### src/rtl/ddr_init_pkg.sv
package ddr_init_pkg;

  localparam int CMD_W  = 6;
  localparam int DATA_W = 16;
  localparam int WSEL_W = 2;

  // command-port bit positions
  localparam int CB_MR   = 0;
  localparam int CB_EMR  = 1;
  localparam int CB_AREF = 2;
  localparam int CB_PREA = 3;
  localparam int CB_EMR2 = 4;
  localparam int CB_EMR3 = 5;

  // register-write targets
  localparam int WS_CFG  = 0;
  localparam int WS_REF  = 1;
  localparam int WS_TAP0 = 2;
  localparam int WS_TAP1 = 3;

  localparam int DDR2_STEPS = 15;
  localparam int DDR1_STEPS = 8;
  localparam int IDX_W      = $clog2(DDR2_STEPS + 1);

  typedef enum logic [1:0] {
    STEP_CMD = 2'd0,
    STEP_WR  = 2'd1,
    STEP_END = 2'd2
  } step_kind_e;

  typedef struct packed {
    step_kind_e          kind;
    logic [CMD_W-1:0]    cmd;
    logic [WSEL_W-1:0]   wsel;
    logic [DATA_W-1:0]   data;
  } step_t;

  function automatic step_t mk_cmd(int bitpos, logic [DATA_W-1:0] d);
    step_t s;
    s.kind = STEP_CMD;
    s.cmd  = CMD_W'(1) << bitpos;
    s.wsel = '0;
    s.data = d;
    return s;
  endfunction

  function automatic step_t mk_wr(int sel, logic [DATA_W-1:0] d);
    step_t s;
    s.kind = STEP_WR;
    s.cmd  = '0;
    s.wsel = WSEL_W'(sel);
    s.data = d;
    return s;
  endfunction

  function automatic step_t mk_end();
    step_t s;
    s.kind = STEP_END;
    s.cmd  = '0;
    s.wsel = '0;
    s.data = '0;
    return s;
  endfunction

  // enable bit 14 plus a 10-bit interval chosen by the clock strap
  function automatic logic [DATA_W-1:0] refresh_word(logic ref40, int int40, int int25);
    int iv;
    iv = ref40 ? int40 : int25;
    return DATA_W'((1 << 14) | (iv & 'h3ff));
  endfunction

  // write latency [13:10], ODT [9], tFAW [7:2], enable [0]
  function automatic logic [DATA_W-1:0] ddr2_cfg_word(int twl, int tfaw);
    return DATA_W'(((twl & 'hf) << 10) | (1 << 9) | ((tfaw & 'h3f) << 2) | 1);
  endfunction

endpackage

### src/rtl/ddr_init_gap_timer.sv
module ddr_init_gap_timer #(
  parameter int GAP = 16
) (
  input  logic clk,
  input  logic rst_n,
  input  logic clear,
  input  logic load,
  output logic expired
);
  localparam int CNT_W = (GAP > 2) ? $clog2(GAP) : 1;

  logic [CNT_W-1:0] cnt;

  always_ff @(posedge clk or negedge rst_n) begin
    if (!rst_n) begin
      cnt <= '0;
    end else if (clear) begin
      cnt <= '0;
    end else if (load) begin
      cnt <= CNT_W'(GAP - 1);
    end else if (cnt != '0) begin
      cnt <= cnt - 1'b1;
    end
  end

  assign expired = (cnt == '0);
endmodule

### src/rtl/ddr_init_script.sv
module ddr_init_script
  import ddr_init_pkg::*;
#(
  parameter int REF_INT_40 = 624,
  parameter int REF_INT_25 = 390,
  parameter int TAP_LANE0  = 8,
  parameter int TAP_LANE1  = 9,
  parameter int DDR2_TWL   = 2,
  parameter int DDR2_TFAW  = 22
) (
  input  logic             ddr2,
  input  logic             ref40,
  input  logic [IDX_W-1:0] idx,
  output step_t            step
);
  logic [DATA_W-1:0] ref_word;
  logic [DATA_W-1:0] cfg_word;
  step_t             s_ddr2;
  step_t             s_ddr1;

  assign ref_word = refresh_word(ref40, REF_INT_40, REF_INT_25);
  assign cfg_word = ddr2_cfg_word(DDR2_TWL, DDR2_TFAW);

  always_comb begin
    case (idx)
      4'd0:    s_ddr2 = mk_wr(WS_CFG, cfg_word);
      4'd1:    s_ddr2 = mk_cmd(CB_PREA, 16'h0000);
      4'd2:    s_ddr2 = mk_cmd(CB_EMR2, 16'h0000);
      4'd3:    s_ddr2 = mk_cmd(CB_EMR3, 16'h0000);
      4'd4:    s_ddr2 = mk_cmd(CB_EMR,  16'h0000);
      4'd5:    s_ddr2 = mk_cmd(CB_MR,   16'h0100);
      4'd6:    s_ddr2 = mk_cmd(CB_PREA, 16'h0000);
      4'd7:    s_ddr2 = mk_cmd(CB_AREF, 16'h0000);
      4'd8:    s_ddr2 = mk_cmd(CB_AREF, 16'h0000);
      4'd9:    s_ddr2 = mk_cmd(CB_MR,   16'h0A33);
      4'd10:   s_ddr2 = mk_cmd(CB_EMR,  16'h0382);
      4'd11:   s_ddr2 = mk_cmd(CB_EMR,  16'h0402);
      4'd12:   s_ddr2 = mk_wr(WS_REF,  ref_word);
      4'd13:   s_ddr2 = mk_wr(WS_TAP0, DATA_W'(TAP_LANE0));
      4'd14:   s_ddr2 = mk_wr(WS_TAP1, DATA_W'(TAP_LANE1));
      default: s_ddr2 = mk_end();
    endcase
  end

  always_comb begin
    case (idx)
      4'd0:    s_ddr1 = mk_cmd(CB_PREA, 16'h0000);
      4'd1:    s_ddr1 = mk_cmd(CB_MR,   16'h0133);
      4'd2:    s_ddr1 = mk_cmd(CB_EMR,  16'h0002);
      4'd3:    s_ddr1 = mk_cmd(CB_PREA, 16'h0000);
      4'd4:    s_ddr1 = mk_cmd(CB_MR,   16'h0033);
      4'd5:    s_ddr1 = mk_wr(WS_REF,  ref_word);
      4'd6:    s_ddr1 = mk_wr(WS_TAP0, DATA_W'(TAP_LANE0));
      4'd7:    s_ddr1 = mk_wr(WS_TAP1, DATA_W'(TAP_LANE1));
      default: s_ddr1 = mk_end();
    endcase
  end

  assign step = ddr2 ? s_ddr2 : s_ddr1;
endmodule

### src/rtl/ddr_init_seq.sv
module ddr_init_seq
  import ddr_init_pkg::*;
#(
  parameter int GAP        = 16,
  parameter int REF_INT_40 = 624,
  parameter int REF_INT_25 = 390,
  parameter int TAP_LANE0  = 8,
  parameter int TAP_LANE1  = 9,
  parameter int DDR2_TWL   = 2,
  parameter int DDR2_TFAW  = 22
) (
  input  logic              clk,
  input  logic              rst_n,
  input  logic              start,
  input  logic              strap_ddr2,
  input  logic              strap_ref40,
  output logic              cmd_valid,
  output logic [CMD_W-1:0]  cmd_sel,
  output logic              wr_valid,
  output logic [WSEL_W-1:0] wr_sel,
  output logic [DATA_W-1:0] step_data,
  output logic              busy,
  output logic              done
);
  logic             run_ddr2;
  logic             run_ref40;
  logic [IDX_W-1:0] idx;
  step_t            cur_step;
  logic             gap_expired;

  // named internal events
  logic launch;
  logic issue;
  logic finish;

  assign launch = start && !busy;
  assign issue  = busy && gap_expired && (cur_step.kind != STEP_END);
  assign finish = busy && gap_expired && (cur_step.kind == STEP_END);

  ddr_init_script #(
    .REF_INT_40 (REF_INT_40),
    .REF_INT_25 (REF_INT_25),
    .TAP_LANE0  (TAP_LANE0),
    .TAP_LANE1  (TAP_LANE1),
    .DDR2_TWL   (DDR2_TWL),
    .DDR2_TFAW  (DDR2_TFAW)
  ) u_script (
    .ddr2  (run_ddr2),
    .ref40 (run_ref40),
    .idx   (idx),
    .step  (cur_step)
  );

  ddr_init_gap_timer #(.GAP(GAP)) u_timer (
    .clk     (clk),
    .rst_n   (rst_n),
    .clear   (launch),
    .load    (issue),
    .expired (gap_expired)
  );

  always_ff @(posedge clk or negedge rst_n) begin
    if (!rst_n) begin
      busy      <= 1'b0;
      done      <= 1'b0;
      idx       <= '0;
      run_ddr2  <= 1'b0;
      run_ref40 <= 1'b0;
    end else if (launch) begin
      busy      <= 1'b1;
      done      <= 1'b0;
      idx       <= '0;
      run_ddr2  <= strap_ddr2;
      run_ref40 <= strap_ref40;
    end else if (finish) begin
      busy <= 1'b0;
      done <= 1'b1;
    end else if (issue) begin
      idx <= idx + 1'b1;
    end
  end

  always_ff @(posedge clk or negedge rst_n) begin
    if (!rst_n) begin
      cmd_valid <= 1'b0;
      cmd_sel   <= '0;
      wr_valid  <= 1'b0;
      wr_sel    <= '0;
      step_data <= '0;
    end else begin
      cmd_valid <= issue && (cur_step.kind == STEP_CMD);
      cmd_sel   <= (issue && cur_step.kind == STEP_CMD) ? cur_step.cmd : '0;
      wr_valid  <= issue && (cur_step.kind == STEP_WR);
      wr_sel    <= (issue && cur_step.kind == STEP_WR) ? cur_step.wsel : '0;
      step_data <= issue ? cur_step.data : '0;
    end
  end
endmodule

### config.mk
export PLATFORM = sky130hd
export DESIGN_NAME = ddr_init_seq
export DESIGN_NICKNAME = d
export VERILOG_FILES = /design/src/rtl/ddr_init_pkg.sv /design/src/rtl/ddr_init_gap_timer.sv /design/src/rtl/ddr_init_script.sv /design/src/rtl/ddr_init_seq.sv
export SDC_FILE = /design/constraint.sdc
export NUM_CORES = 1
export LEC_CHECK = 0
export BUFFER_PORTS_ARGS = -buffer_cell sky130_fd_sc_hd__buf_2
export CAP_MARGIN = 10
export CORE_MARGIN = 1
export CORE_UTILIZATION = 30
export DETAILED_ROUTE_END_ITERATION = 7
export GPL_ROUTABILITY_DRIVEN = 1
export GPL_TIMING_DRIVEN = 0
export PLACE_DENSITY = 0.56
export SLEW_MARGIN = 30
export SYNTH_ARGS = -nofsm -noshare
export SYNTH_HDL_FRONTEND = slang
export SYNTH_SLANG_ARGS = --single-unit
### constraint.sdc
create_clock -name clk -period 2.7 [get_ports clk]
set_input_delay 0.135 -clock clk [delete_from_list [all_inputs] [get_ports clk]]
set_output_delay 0.135 -clock clk [all_outputs]
set_load 0.01 [all_outputs]
-- Word level (Yosys, flattened, before mapping)
Index checks and enable logic that the tools add are counted.
- equality and inequality tests: 18
- $add $sub $neg: 2
- reductions and logical operators: 18
- mux-type cells: 17
- operator list (cell ; count):
    $pmux W26 S13 ; 1
    $pmux W26 S7 ; 1
    $eq A4 B4 Y1 const B ; 7
    $mux W26 ; 1
    $mux W4 ; 6
    $eq A4 B3 Y1 const B ; 4
    $mux W16 ; 1
    $mux W10 ; 1
    $eq A4 B2 Y1 const B ; 2
    $logic_not A4 Y1 ; 2
    $logic_and A1 B1 Y1 ; 6
    $mux W6 ; 1
    $reduce_or A2 Y1 ; 3
    $add A4 B1 Y4 const B ; 1
    $eq A4 B1 Y1 const B ; 1
    $mux W1 ; 4
    $ne A2 B2 Y1 const B ; 2
    $reduce_bool A2 Y1 ; 2
    $reduce_bool A4 Y1 ; 1
    $sub A4 B1 Y4 const B ; 1
    $reduce_bool A3 Y1 ; 1
    $eq A2 B1 Y1 const B ; 1
    $eq A2 B2 Y1 const B ; 1
    $logic_not A2 Y1 ; 1
    3 further kinds ; 3
- output and inout port bits: 28
- bits in registers: 38
- word-level logic and storage cells: 66
- input bits: 5

-- Logic depth before layout (Yosys ltp)
Gate-level depths: netlist of run 1.
- depth after elaboration: 9
- gate-level depth with buffers: 8
- mapped depth without buffers: 6

-- Cells and area by module
A second synthesis of run 1 with hierarchy kept.
- cells, all modules: 200
- area, all modules: 2053.2 um^2
- modules (own cells, without submodules) (module ; seq. area each (um^2) ; cells each ; instances ; area an instance (um^2)):
    ddr_init_seq ; 850.8 ; 86 ; 1 ; 1191.1
    ddr_init_script ; 0.0 ; 94 ; 1 ; 645.6
    ddr_init_gap_timer ; 100.1 ; 20 ; 1 ; 216.5

-- Least setup slack after synthesis of run 1
Ideal clock, no wire load.
- path kind: register to register
- start: register idx[0]
- end: register u_timer.cnt[0]
- setup time: 0.134 ns
- period minus slack after synthesis: 1.880 ns
- cell stages (with the launch flop): 8
- buffers on the path: 2
- data required time: 2.566 ns
- arrival: 1.746 ns
- slack: 0.820 ns
- cell sequence: dfrtp_1 inv_1 ha_1 buf_2 or3_1 o211ai_2 buf_4 o21ai_1
- longest elaborated chain between the ends: 8
- elaborated cells on any way between the ends: 26
- classes of those cells: eq/ne (15); mux (5); reduce/logical (6)
- RTL lines (what ; line ; RTL):
    from (decl) ; ddr_init_seq.sv:27 ; logic [IDX_W-1:0] idx;
    from (signal assigned) ; ddr_init_seq.sv:79 ; idx <= idx + 1'b1;
    $eq A4 B3 Y1, or another cell as far along ; ddr_init_script.sv:25, ddr_init_script.sv:46 ;
    $reduce_or A2 Y1 (no line) ; - ;
    $pmux W26 S13 / $pmux W26 S7 (equally long branches) ; ddr_init_script.sv:25, ddr_init_script.sv:46 ;
    $mux W26 * ; ddr_init_script.sv:59 ; assign step = ddr2 ? s_ddr2 : s_ddr1;
    $ne A2 B2 Y1 * ; ddr_init_seq.sv:37 ; assign issue = busy && gap_expired && (cur_step.kind != STEP_END);
    $logic_and A1 B1 Y1 * ; ddr_init_seq.sv:37 ;
    $mux W4 ; ddr_init_gap_timer.sv:19 ; end else if (load) begin
    $mux W4 ; ddr_init_gap_timer.sv:17 ; end else if (clear) begin
    to (signal assigned) ; ddr_init_gap_timer.sv:20 ; cnt <= CNT_W'(GAP - 1);
    to (signal assigned) ; ddr_init_gap_timer.sv:22 ; cnt <= cnt - 1'b1;
    to (decl) ; ddr_init_gap_timer.sv:12 ; logic [CNT_W-1:0] cnt;
Mark *: on every way between the ends. The rest lies on a longest branch, timed or not.
A chain may end at the register's enable or synchronous reset.

-- Final worst setup path of run 1
- start: register idx[0]
- end: register u_timer.cnt[2]
Same word-level chain as after synthesis.

==> impl_metrics.py, run 1 <==
metrics = {
    "final_layout": {
        "antenna_cells": 0,
        "area_growth_syn_to_layout_pct": 19.5,
        "final_core_utilization": 0.379,
        "number_of_nets_in_the_final_layout": 257,
        "layout-drive-gt1-share": 0.226,
        "post_layout_nonfiller_instances": 323,
    },
    "cts": {
        "clock_sinks": 35,
        "tritoncts.num_buffers": 5,
        "cts_tree": "yes",
        "max_buffers_root_to_sink": 2,
        "clk_pin_slew_ns": 0.07,
        "post_cts_setup_driven_buffer_insertion_count": 0,
        "clk_root_buffer_cell": "clkbuf_8",
        "clkLatencyLatePin_ns": 0.29,
        "ctsHtreeMaxLevel": 2,
    },
    "setup_path": {
        "critical-path-max-stage-delay_ns": 0.47,
        "crit_required_ns": 2.86,
        "reg_to_reg_endpoint": "u_timer.cnt[2]",
        "cp_top_family": "compound AO/OA/AOI/OAI gates",
        "worst-endpoint-arrival_ns": 2.41,
        "worst_path_max_delay_cell": "o211ai_2",
        "element_type_at_the_critical_path_start": "register",
        "ff2ff_setup_slack_ns": 0.45,
        "timing.reg2reg.worst_path_depth": 7,
        "crit_chain": "inv_1, ha_1, buf_2, or3_1, o211ai_2, buf_4, o21ai_1",
        "critPathBufInv": 3,
        "setup.worst_path.class": "register to register",
        "critPathCaptureType": "register",
        "critical_path.max_fanout": 10,
        "crit-reg2reg-launch": "idx[0]",
    },
    "synth": {
        "synth.ff_latch_count": 35,
        "post_synth_instance_area_um2": 1920,
        "netlist_instances": 208,
        "yosys.area_share.adder": 0.0326,
        "ys.flop_type": "dfrtp_1",
        "area_fraction_in_and_or_nand_and_nor_cells_after_synthesis": 0.231,
        "synth_compound_gate_area_share": 0.175,
        "synthArstFlopShare": 1.00,
        "ys_seq_area_frac": 0.456,
        "synth_edf_count": 0,
        "netlist-cell-type-count": 47,
        "yosys_warnings": 0,
        "combinational_family_with_the_most_area_after_synthesis": "simple AND/OR/NAND/NOR gates",
        "synthMuxAreaShare": 0.0339,
        "synthXorXnorAreaFrac": 0.00456,
        "post_synth.cell_area_avg_um2": 9.23,
    },
    "grt": {
        "first_global_vias": 1546,
        "grt_max_degree": 36,
        "grt_pass1_wl_um": 7700,
        "grt.overflow.total": 0,
        "global_route.usage.total": 0.154,
        "antenna_found_initial": 0,
    },
    "sta": {
        "finalHoldViolations": 0,
        "worst_pin_slew_ns": 0.780,
        "fin_setup_tns_ns": 0,
        "fmax_mhz": 443,
        "final_max_slew_viol_count": 0,
        "fin_crit_sh": 0.835,
        "finalCriticalPeriod_ns": 2.25,
        "worst_clock_skew_ns": 0.00195,
        "finalSetupViolCount": 0,
        "worst_slew_margin_rel": 0.480,
        "setup_repair_after_global_routing_missed_its_margin": "no",
    },
    "min_path": {
        "holdPathEnd": "run_ref40",
        "worstHoldPathType": "input pin to register",
        "holdCritStartpoint": "strap_ref40",
        "hold_path_depth": 3,
    },
    "drt": {
        "routed_via_density": 5.11,
        "wirelength_um": 4590,
        "detailedRoute.firstIterationViolations": 207,
        "drt_pass1_iterations": 4,
        "routedWlPerCell_um": 14.2,
        "post-route-drc-count": 0,
        "final_antenna_net_count": 0,
        "route.vias.total": 1650,
    },
    "power": {
        "peakVddDrop_uv": 444,
        "cellPowerDensity_nw_per_um2": 949,
        "power_leakage_nw": 1.09,
    },
    "die": {
        "initial_utilization": 0.317,
        "core_area_um2": 6060,
        "rows": 28,
        "floorplan.die.width_um": 82.0,
        "die_area_um2": 6730,
        "floorplan.die.height_um": 82.0,
        "top_level_ports": 33,
    },
    "run": {
        "cap_viol_max_count": 0,
    },
    "placement": {
        "place_hpwl_um": 3260,
        "globalplace.congestion": 0.880,
        "port_buffers": 29,
        "place.detailed.instances": 314,
    },
    "status": {
        "run_status": "complete, no violations",
    },
}
==> what timing repair did <==
item                                    CTS  global route
resized for setup                         0             0
endpoints found under the setup margin    0             0
hold buffers                              1             0
endpoints found under the hold margin    35             0
==> how the worst max path moves through the flow <==
stage | start | to | slack (ns) | cells after the start
after CTS | idx[0] | u_timer.cnt[0] | 0.46 | 7
after global routing | idx[0] | u_timer.cnt[1] | 0.34 | 7
final | idx[0] | u_timer.cnt[2] | 0.45 | 7
after global placement | idx[0] | u_timer.cnt[2] | 0.48 | 7
after detailed placement | idx[0] | u_timer.cnt[0] | 0.47 | 7
after floorplan | idx[0] | u_timer.cnt[0] | 0.82 | 7
==> area by class of cell <==
| class | count | area (µm²) |
|---|---|---|
| sequential | 35 | 876 |
| inverter | 9 | 33.8 |
| clock buffer | 6 | 82.6 |
| tap | 75 | 93.8 |
| buffer | 18 | 92.6 |
| fill | 624 | 3770 |
| multi-input combinational | 148 | 926 |
| timing repair buffer | 30 | 155 |
| clock inverter | 2 | 35.0 |
==> cell families after synthesis <==
| group | after synthesis |
|---|---|
| multiplexers | 6 |
| XOR/XNOR | 1 |
| flip-flops | 35 |
| buffers and inverters | 27 |
| AND/OR/NAND/NOR | 81 |
| AO/OA/AOI/OAI | 52 |
| other | 1 |
| adder cells (fa/ha/maj) | 5 |
==> where the power goes <==
group          leakage (nW)  switching, mW  internal [mW]
Combinational         0.555          0.618          0.371
Sequential            0.471         0.0679          0.628
Clock                0.0612          0.193          0.299
==> placed cells by master, fill, tap and decap left out, drive strengths merged, types with 7 or more instances in the layout <==
cell type | Yosys | layout
a21oi | 17 | 17
buf | 13 | 42
clkbuf | 5 | 11
dfrtp | 35 | 35
inv | 9 | 9
nand2 | 18 | 18
nand2b | 7 | 7
nand3 | 10 | 10
nor2 | 11 | 11
nor2b | 7 | 7
o21ai | 12 | 12
==> metrics by stage <==
stage / power, mW / instance area [µm²] / setup WS (ns) / hold WS (ns)
after floorplan: 1.43 / 1930 / 0.820 / -0.161
after global placement: 1.69 / 2170 / 0.479 / 0.253
after detailed placement: 1.69 / 2170 / 0.470 / 0.267
after CTS: 2.19 / 2290 / 0.457 / 0.0335
after global routing: 2.36 / 2290 / 0.341 / 0.0318
final: 2.18 / 2290 / 0.445 / 0.0371
==> metal layers <==
metal | GRT usage | vias up | routed length, µm | part of all wire
met2 | 0.234 | 52 | 2160 | 0.47
met5 | 0 | - | 0 | 0
met4 | 0.0667 | 0 | 60 | 0.013
li1 | - | 807 | - | -
met1 | 0.206 | 784 | 2060 | 0.45
met3 | 0.0367 | 7 | 307 | 0.067
==> state kept, by name, summed over array words and instances, names as in the netlist <==
name,count
step_data,13
u_timer.cnt,4
done,1
cmd_valid,1
cmd_sel,6
busy,1
wr_sel,2
run_ref40,1
run_ddr2,1
wr_valid,1
idx,4
==> cell usage after synthesis, types with 6 or more instances <==
master / count / share of area
nand2b_1: 7 / 0.023
nor2b_1: 7 / 0.023
inv_1: 9 / 0.018
nand3_1: 10 / 0.026
nor3_1: 6 / 0.016
o21ai_0: 6 / 0.016
nor2_1: 11 / 0.021
o21ai_1: 6 / 0.016
nand2_1: 18 / 0.035
a21oi_1: 16 / 0.042
dfrtp_1: 35 / 0.46
buf_2: 8 / 0.021
==> worst register-to-register path, delay by kind of cell, from the launching register on <==
| family | cells | cell delay (ns) |
|---|---|---|
| compound gates | 2 | 0.56 |
| simple gates | 1 | 0.39 |
| fa+ha+maj | 1 | 0.19 |
| flops | 1 | 0.43 |
| buf+inv | 3 | 0.55 |
No activity file was read; power rests on OpenSTA's default activity.
==> run 2, diff against run 1 <==
--- a/config.mk
+++ b/config.mk
@@ -5,6 +5,7 @@
 export SDC_FILE = /design/constraint.sdc
 export NUM_CORES = 1
 export LEC_CHECK = 0
+export ABC_AREA = 1
 export BUFFER_PORTS_ARGS = -buffer_cell sky130_fd_sc_hd__buf_2
 export CAP_MARGIN = 10
 export CORE_MARGIN = 1
@@ -12,7 +13,7 @@
 export DETAILED_ROUTE_END_ITERATION = 7
 export GPL_ROUTABILITY_DRIVEN = 1
 export GPL_TIMING_DRIVEN = 0
-export PLACE_DENSITY = 0.56
+export PLACE_DENSITY = 0.58
 export SLEW_MARGIN = 30
 export SYNTH_ARGS = -nofsm -noshare
 export SYNTH_HDL_FRONTEND = slang
==> constraint.sdc (replaced) <==
create_clock -name clk -period 1.98 [get_ports clk]
set_input_delay 0.099 -clock clk [delete_from_list [all_inputs] [get_ports clk]]
set_output_delay 0.099 -clock clk [all_outputs]
set_load 0.01 [all_outputs]
==> run 2 against run 1 <==
Compared with the run above:
- cell area up 6.9%
- final cell count up 9.6%
- total power up 67%
- combinational power is 120% higher
- register-to-register slack got worse by 0.34 ns
- utilization grew 2.6 points
- die area is 0.89% higher
- critical endpoint is now idx[0]
- largest cell class unchanged
==> impl_metrics.py, run 2 <==
metrics = {
    "setup_path": {
        "crit_required_ns": 2.21,
        "critical_path.most_common_cell": "nand2_1",
        "cp_top_family": "simple AND/OR/NAND/NOR gates",
        "critical-path-max-stage-delay_ns": 0.45,
        "timing.reg2reg.worst_path_depth": 13,
        "crit_chain": "inv_4, ha_4, inv_2, nand2_4, o21ai_2, nand2_1, nor2_2, nand3_2, nand3_4, buf_8, buf_6, nand3_1, nand2_1",
        "critical_path.max_fanout": 6,
        "worst-endpoint-arrival_ns": 2.10,
        "critPathCaptureType": "register",
        "worst-path-stages": 13,
        "ff2ff_setup_slack_ns": 0.10,
        "crit_start": "idx[0]",
        "setup.worst_path.class": "register to register",
        "worst_path_max_delay_cell": "dfrtp_2",
        "endpoint": "idx[0]",
        "element_type_at_the_critical_path_start": "register",
        "crit-reg2reg-launch": "idx[0]",
        "reg_to_reg_endpoint": "idx[0]",
        "critPathBufInv": 4,
    },
    "grt": {
        "first_global_vias": 1524,
        "grt.overflow.total": 0,
        "antenna_found_initial": 0,
        "global_route.usage.total": 0.136,
        "grt_pass1_wl_um": 6840,
        "grt_max_degree": 36,
    },
    "synth": {
        "synth.ff_latch_count": 35,
        "yosys_warnings": 0,
        "yosysTopAreaCell": "dfrtp_1",
        "ys_seq_area_frac": 0.452,
        "synthArstFlopShare": 1.00,
        "synth_area_leaders": "dfrtp_1 (45%), nand2_1 (10%), nor2_1 (4.6%)",
        "ys.flop_type": "dfrtp_1",
        "netlist_instances": 230,
        "netlist-cell-type-count": 36,
        "synth_edf_count": 0,
        "synthTopCellsByCount": "nand2_1 (53), dfrtp_1 (35), nor2_1 (24)",
        "post_synth_instance_area_um2": 1940,
        "synth_top_area_share": 0.452,
        "synth.most_common_cell": "nand2_1",
        "post_synth.cell_area_avg_um2": 8.43,
    },
    "final_layout": {
        "most-common-layout-cells": "nand2_1 (53), dfrtp_1 (33), buf_2 (29), nor2_1 (22), inv_1 (18)",
        "register_area_um2": 878,
        "mostFrequentLayoutCell": "nand2_1",
        "largest-register": "step_data",
        "biggestRegsByFlops": "step_data x13, cmd_sel x6",
        "number_of_nets_in_the_final_layout": 288,
        "largest_register_ffs": 13,
        "multi_input_area_um2": 972,
        "area_growth_syn_to_layout_pct": 26.6,
        "nFillCells": 629,
        "layout-drive-gt1-share": 0.333,
        "antenna_cells": 0,
    },
    "sta": {
        "finalWorstSetupSlack_ns": 0.103,
        "fin_crit_sh": 0.948,
        "finalHoldViolations": 0,
        "final_max_slew_viol_count": 0,
        "finalSetupViolCount": 0,
        "finalCriticalPeriod_ns": 1.88,
        "worst_slew_margin_rel": 0.490,
        "worst_clock_skew_ns": 0.00366,
        "fmax_mhz": 533,
        "worst_pin_slew_ns": 0.765,
    },
    "drt": {
        "final_antenna_net_count": 0,
        "detailedRoute.firstIterationViolations": 104,
        "drt_pass1_iterations": 4,
        "routedLengthMet1_um": 1930,
        "dr.max_layer_used": "met4",
        "met3_wirelength_um": 233,
        "routed_via_density": 4.60,
        "wirelength_um": 4310,
        "post-route-drc-count": 0,
        "route.vias.total": 1629,
        "detailroute.wirelength.met2_um": 2080,
        "routedWlPerCell_um": 12.2,
    },
    "power": {
        "post-layout-total-power_mw": 3.63,
        "power_leakage_nw": 1.30,
        "cellPowerDensity_nw_per_um2": 1480,
        "peakVddDrop_uv": 698,
    },
    "cts": {
        "ctsHtreeMaxLevel": 2,
        "tritoncts.num_buffers": 5,
        "clk_pin_slew_ns": 0.07,
        "cts_tree": "yes",
        "clk_root_buffer_cell": "clkbuf_8",
        "clkLatencyLatePin_ns": 0.29,
        "clock_sinks": 35,
        "max_buffers_root_to_sink": 2,
    },
    "die": {
        "floorplan.die.height_um": 82.4,
        "initial_utilization": 0.320,
        "core_area_um2": 6060,
        "top_level_ports": 33,
        "rows": 28,
        "die_area_um2": 6790,
        "floorplan.die.width_um": 82.4,
    },
    "min_path": {
        "worstHoldPathType": "input pin to register",
    },
    "placement": {
        "place_hpwl_um": 3010,
        "globalplace.congestion": 0.862,
        "place_worst_setup_slack_ns": 0.0297,
        "port_buffers": 29,
    },
    "status": {
        "run_status": "complete, no violations",
    },
    "run": {
        "cap_viol_max_count": 0,
    },
}
[run 2: cell types whose count changed after synthesis, sizes merged, moves of 5 or more]
cell,before,now
nand2b,7,0
a21oi,17,2
nor2,11,30
nand2,18,60
nor2b,7,0
inv,9,25
buf,13,7
nand3,10,22
or3,5,0
o21ai,12,18
[run 2: layout make-up]
type	instances	share of cell area
Buffer	10	0.0321
Tap cell	75	0.0382
Clock inverter	1	0.00204
Multi-Input combinational cell	160	0.396
Sequential cell	35	0.358
Clock buffer	7	0.0311
Inverter	27	0.0433
Timing Repair Buffer	39	0.0989
[run 2: routing by layer]
| layer | GRT usage | vias up |
|---|---|---|
| li1 | - | 831 |
| met1 | 0.170 | 754 |
| met2 | 0.223 | 36 |
| met3 | 0.0396 | 8 |
| met4 | 0.0439 | 0 |
| met5 | 0 | - |
[run 2: cells by family after synthesis]
family	synth area share
adders and majority gates	0.0323
other	0.00193
and+or+nand+nor	0.336
DFF	0.452
AOI/OAI and AO/OA	0.0775
buffers and inverters	0.0910
xor gates and xnor gates	0.00904
[run 2: worst min-delay path by stage]
stage          startpoint         to  depth (start not counted)
2_1_floorplan       rst_n       busy                          0
3_3_place_gp        rst_n  cmd_valid                          1
3_5_place_dp        rst_n  cmd_valid                          1
4_1_cts             start       busy                          2
5_1_grt        strap_ddr2   run_ddr2                          3
6_report       strap_ddr2   run_ddr2                          3
[run 2: metrics by stage]
step	hold slack [ns]	TNS [ns]	area [µm²]	cells	util
2_1_floorplan	-0.197	0	1950	232	-
4_1_cts	0.0204	0	2280	346	0.377
6_report	0.0201	0	2450	354	0.405
3_3_place_gp	0.213	0	2180	336	0.360
5_1_grt	0.0365	-0.0861	2450	354	0.405
3_5_place_dp	0.226	0	2180	336	0.360
[run 2: where the power goes]
part	total (mW)	internal [mW]	leakage (nW)	switching (mW)
Clock	0.496	0.247	0.0422	0.250
Sequential	0.987	0.885	0.463	0.103
Combinational	2.14	0.808	0.799	1.34
[run 2: repair_timing]
item	4_1_cts	5_1_grt
pin swaps	0	6
endpoints found under the hold margin	35	0
endpoints found under the setup margin	2	29
hold buffers	1	0
resized for setup	0	25
buffers inserted	1	8
[run 2: worst register-to-register path: stages, from the launching register on]
cell,delay [ns]
dfrtp_2,0.45
inv_4,0.07
ha_4,0.18
inv_2,0.07
nand2_4,0.06
o21ai_2,0.13
nand2_1,0.07
nor2_2,0.16
nand3_2,0.11
nand3_4,0.10
buf_8,0.13
buf_6,0.13
nand3_1,0.07
nand2_1,0.07
==> run 3, diff against run 2 <==
==> constraint.sdc (replaced) <==
create_clock -name clk -period 1.98 [get_ports clk]
set_input_delay 0.198 -clock clk [delete_from_list [all_inputs] [get_ports clk]]
set_output_delay 0.198 -clock clk [all_outputs]
set_load 0.01 [all_outputs]
==> run 3 against run 2 <==
Compared with the run above:
- the flow now finishes with violations (hold timing)
- sequential share of layout area grew 0.15 points
- register-to-register slack is essentially flat
- final cell count shrank 0.28%
- total power about the same
- die area unchanged
- worst setup slack about the same
- routed wire length is 0.16% lower
- critical path depth stayed put
- utilization shrank 0.17 points
- count of clock-buffer cells in the layout unchanged
- combinational power about the same
==> impl_metrics.py, run 3 (synthesis results as in run 2) <==
metrics = {
    "status": {
        "run_status": "finished, violations left",
        "violations": "hold timing",
    },
    "power": {
        "post-layout-total-power_mw": 3.63,
        "power.combinational.fraction": 0.591,
        "power_leakage_nw": 1.30,
        "seq_power_share": 0.272,
        "power.net_switching_mw": 1.69,
        "peakVddDrop_uv": 698,
        "power_frac_clock": 0.137,
        "p_sw_frac": 0.466,
        "cellPowerDensity_nw_per_um2": 1480,
        "design_internal_power_mw": 1.94,
    },
    "sta": {
        "fin_crit_sh": 0.948,
        "final_max_slew_viol_count": 0,
        "final.hold.worst_slack_ns": -0.0212,
        "finalCriticalPeriod_ns": 1.88,
        "worst_pin_slew_ns": 0.766,
        "finalHoldViolations": 35,
        "fmax_mhz": 533,
        "worst_clock_skew_ns": 0.00365,
        "finalSetupViolCount": 0,
        "worst_slew_margin_rel": 0.489,
    },
    "cts": {
        "ctsHtreeMaxLevel": 2,
        "cts_tree": "yes",
        "tritoncts.num_buffers": 5,
        "clk_pin_slew_ns": 0.07,
        "clkLatencyLatePin_ns": 0.29,
        "clk_root_buffer_cell": "clkbuf_8",
        "clock_sinks": 35,
        "max_buffers_root_to_sink": 2,
    },
    "die": {
        "initial_utilization": 0.320,
        "top_level_ports": 33,
        "core_area_um2": 6060,
        "rows": 28,
        "die_area_um2": 6790,
        "floorplan.die.width_um": 82.4,
        "floorplan.die.height_um": 82.4,
    },
    "run": {
        "cap_viol_max_count": 0,
    },
    "setup_path": {
        "crit_required_ns": 2.21,
        "worst_path_max_delay_cell": "dfrtp_2",
        "worst-endpoint-arrival_ns": 2.10,
        "element_type_at_the_critical_path_start": "register",
        "critical_path.most_common_cell": "nand2_1",
        "critPathCaptureType": "register",
        "crit_chain": "inv_4, ha_4, inv_2, nand2_4, o21ai_2, nand2_1, nor2_2, nand3_2, nand3_4, buf_8, buf_6, nand3_1, nand2_1",
        "setup.worst_path.class": "register to register",
        "critical_path.max_fanout": 6,
        "critical-path-max-stage-delay_ns": 0.45,
    },
    "placement": {
        "place_hpwl_um": 3010,
        "globalplace.congestion": 0.862,
        "place.detailed.instances": 336,
        "port_buffers": 29,
    },
    "drt": {
        "post-route-drc-count": 0,
        "routedWlPerCell_um": 12.2,
        "route.vias.total": 1623,
        "final_antenna_net_count": 0,
        "routed_via_density": 4.60,
        "detailedRoute.firstIterationViolations": 98,
        "wirelength_um": 4300,
        "drt_pass1_iterations": 4,
    },
    "final_layout": {
        "post_layout_nonfiller_instances": 353,
        "biggestRegsByFlops": "step_data x13, cmd_sel x6",
        "antenna_cells": 0,
        "area_growth_syn_to_layout_pct": 26.1,
        "largest-register": "step_data",
        "most-common-layout-cells": "nand2_1 (53), dfrtp_1 (33), buf_2 (29), nor2_1 (22), inv_1 (18)",
        "number_of_nets_in_the_final_layout": 287,
        "largest_register_ffs": 13,
        "layout-drive-gt1-share": 0.335,
        "mostFrequentLayoutCell": "nand2_1",
    },
    "grt": {
        "grt_max_degree": 36,
        "first_global_vias": 1514,
        "global_route.usage.met2": 0.221,
        "highest_utilization_routing_layer_at_the_global_route_stage": "met2",
        "grt.overflow.total": 0,
        "use_met1": 0.170,
        "global_route.usage.total": 0.135,
        "grt_pass1_wl_um": 6820,
        "antenna_found_initial": 0,
        "grt.met3_usage": 0.0396,
    },
    "min_path": {
        "worstHoldPathType": "input pin to asynchronous set/reset pin",
    },
}
-- run 3: cell types whose count changed in the layout (fill, tap and decap cells not counted) --
cell / change
dlygate4sd3_1: -1
-- run 3: final cells by class --
cell class                 count  area [µm²]
clock buffer                   7        76.3
buffer                        10        78.8
tap                           75        93.8
multi-input combinational    160         972
timing repair buffer          38         233
sequential                    35         878
inverter                      27         106
fill                         629        3620
clock inverter                 1        5.00
-- run 3: metal layers --
metal	routed length, µm	vias to the layer above
li1	-	829
met1	1930	750
met2	2070	36
met3	234	8
met4	65	0
met5	0	-
-- run 3: stage by stage --
stage / worst slack, ns / utilization / TNS (ns) / instance area (µm²) / hold WS, ns
after global placement: 0.0239 / 0.360 / 0 / 2180 / 0.312
after CTS: 0.0296 / 0.375 / 0 / 2270 / 0.0102
after detailed placement: 0.0297 / 0.360 / 0 / 2180 / 0.325
after global routing: -0.0562 / 0.403 / -0.0861 / 2440 / 0.0536
final: 0.103 / 0.403 / 0 / 2440 / -0.0212
after floorplan: 0.271 / - / 0 / 1950 / -0.0976
-- run 3: worst paths after layout --
check	startpoint	endpoint	slack [ns]	depth (start not counted)
setup / recovery	idx[0]	idx[0]	0.10	13
hold / removal	rst_n	step_data[10]	-0.02	1
setup reg to reg	idx[0]	idx[0]	0.10	13
hold reg to reg	done	done	0.48	2
max in group asynchronous	rst_n	idx[1]	1.47	1
min in group clk	strap_ddr2	run_ddr2	0.12	3
-- run 3: timing repair --
item	4_1_cts	5_1_grt
setup buffers	1	8
setup endpoints to repair	2	29
resized for setup	0	25
pin swaps	0	6
hold buffers	0	0
cloned	0	0
-- run 3: power by group through the flow --
stage | sequential (mW) | combinational (mW) | clock [mW]
after CTS | 0.963 | 1.86 | 0.514
after detailed placement | 0.977 | 1.84 | 0
after global routing | 1.01 | 2.43 | 0.542
after floorplan | 1.00 | 1.41 | 0
final | 0.987 | 2.14 | 0.496
after global placement | 0.975 | 1.83 | 0
-- run 3: critical path, delay by kind of cell, from the launching register on --
kind	cells	cell delay [ns]
simple gates	7	0.64
flops	1	0.45
buf+inv	4	0.40
fa+ha+maj	1	0.18
compound gates	1	0.13
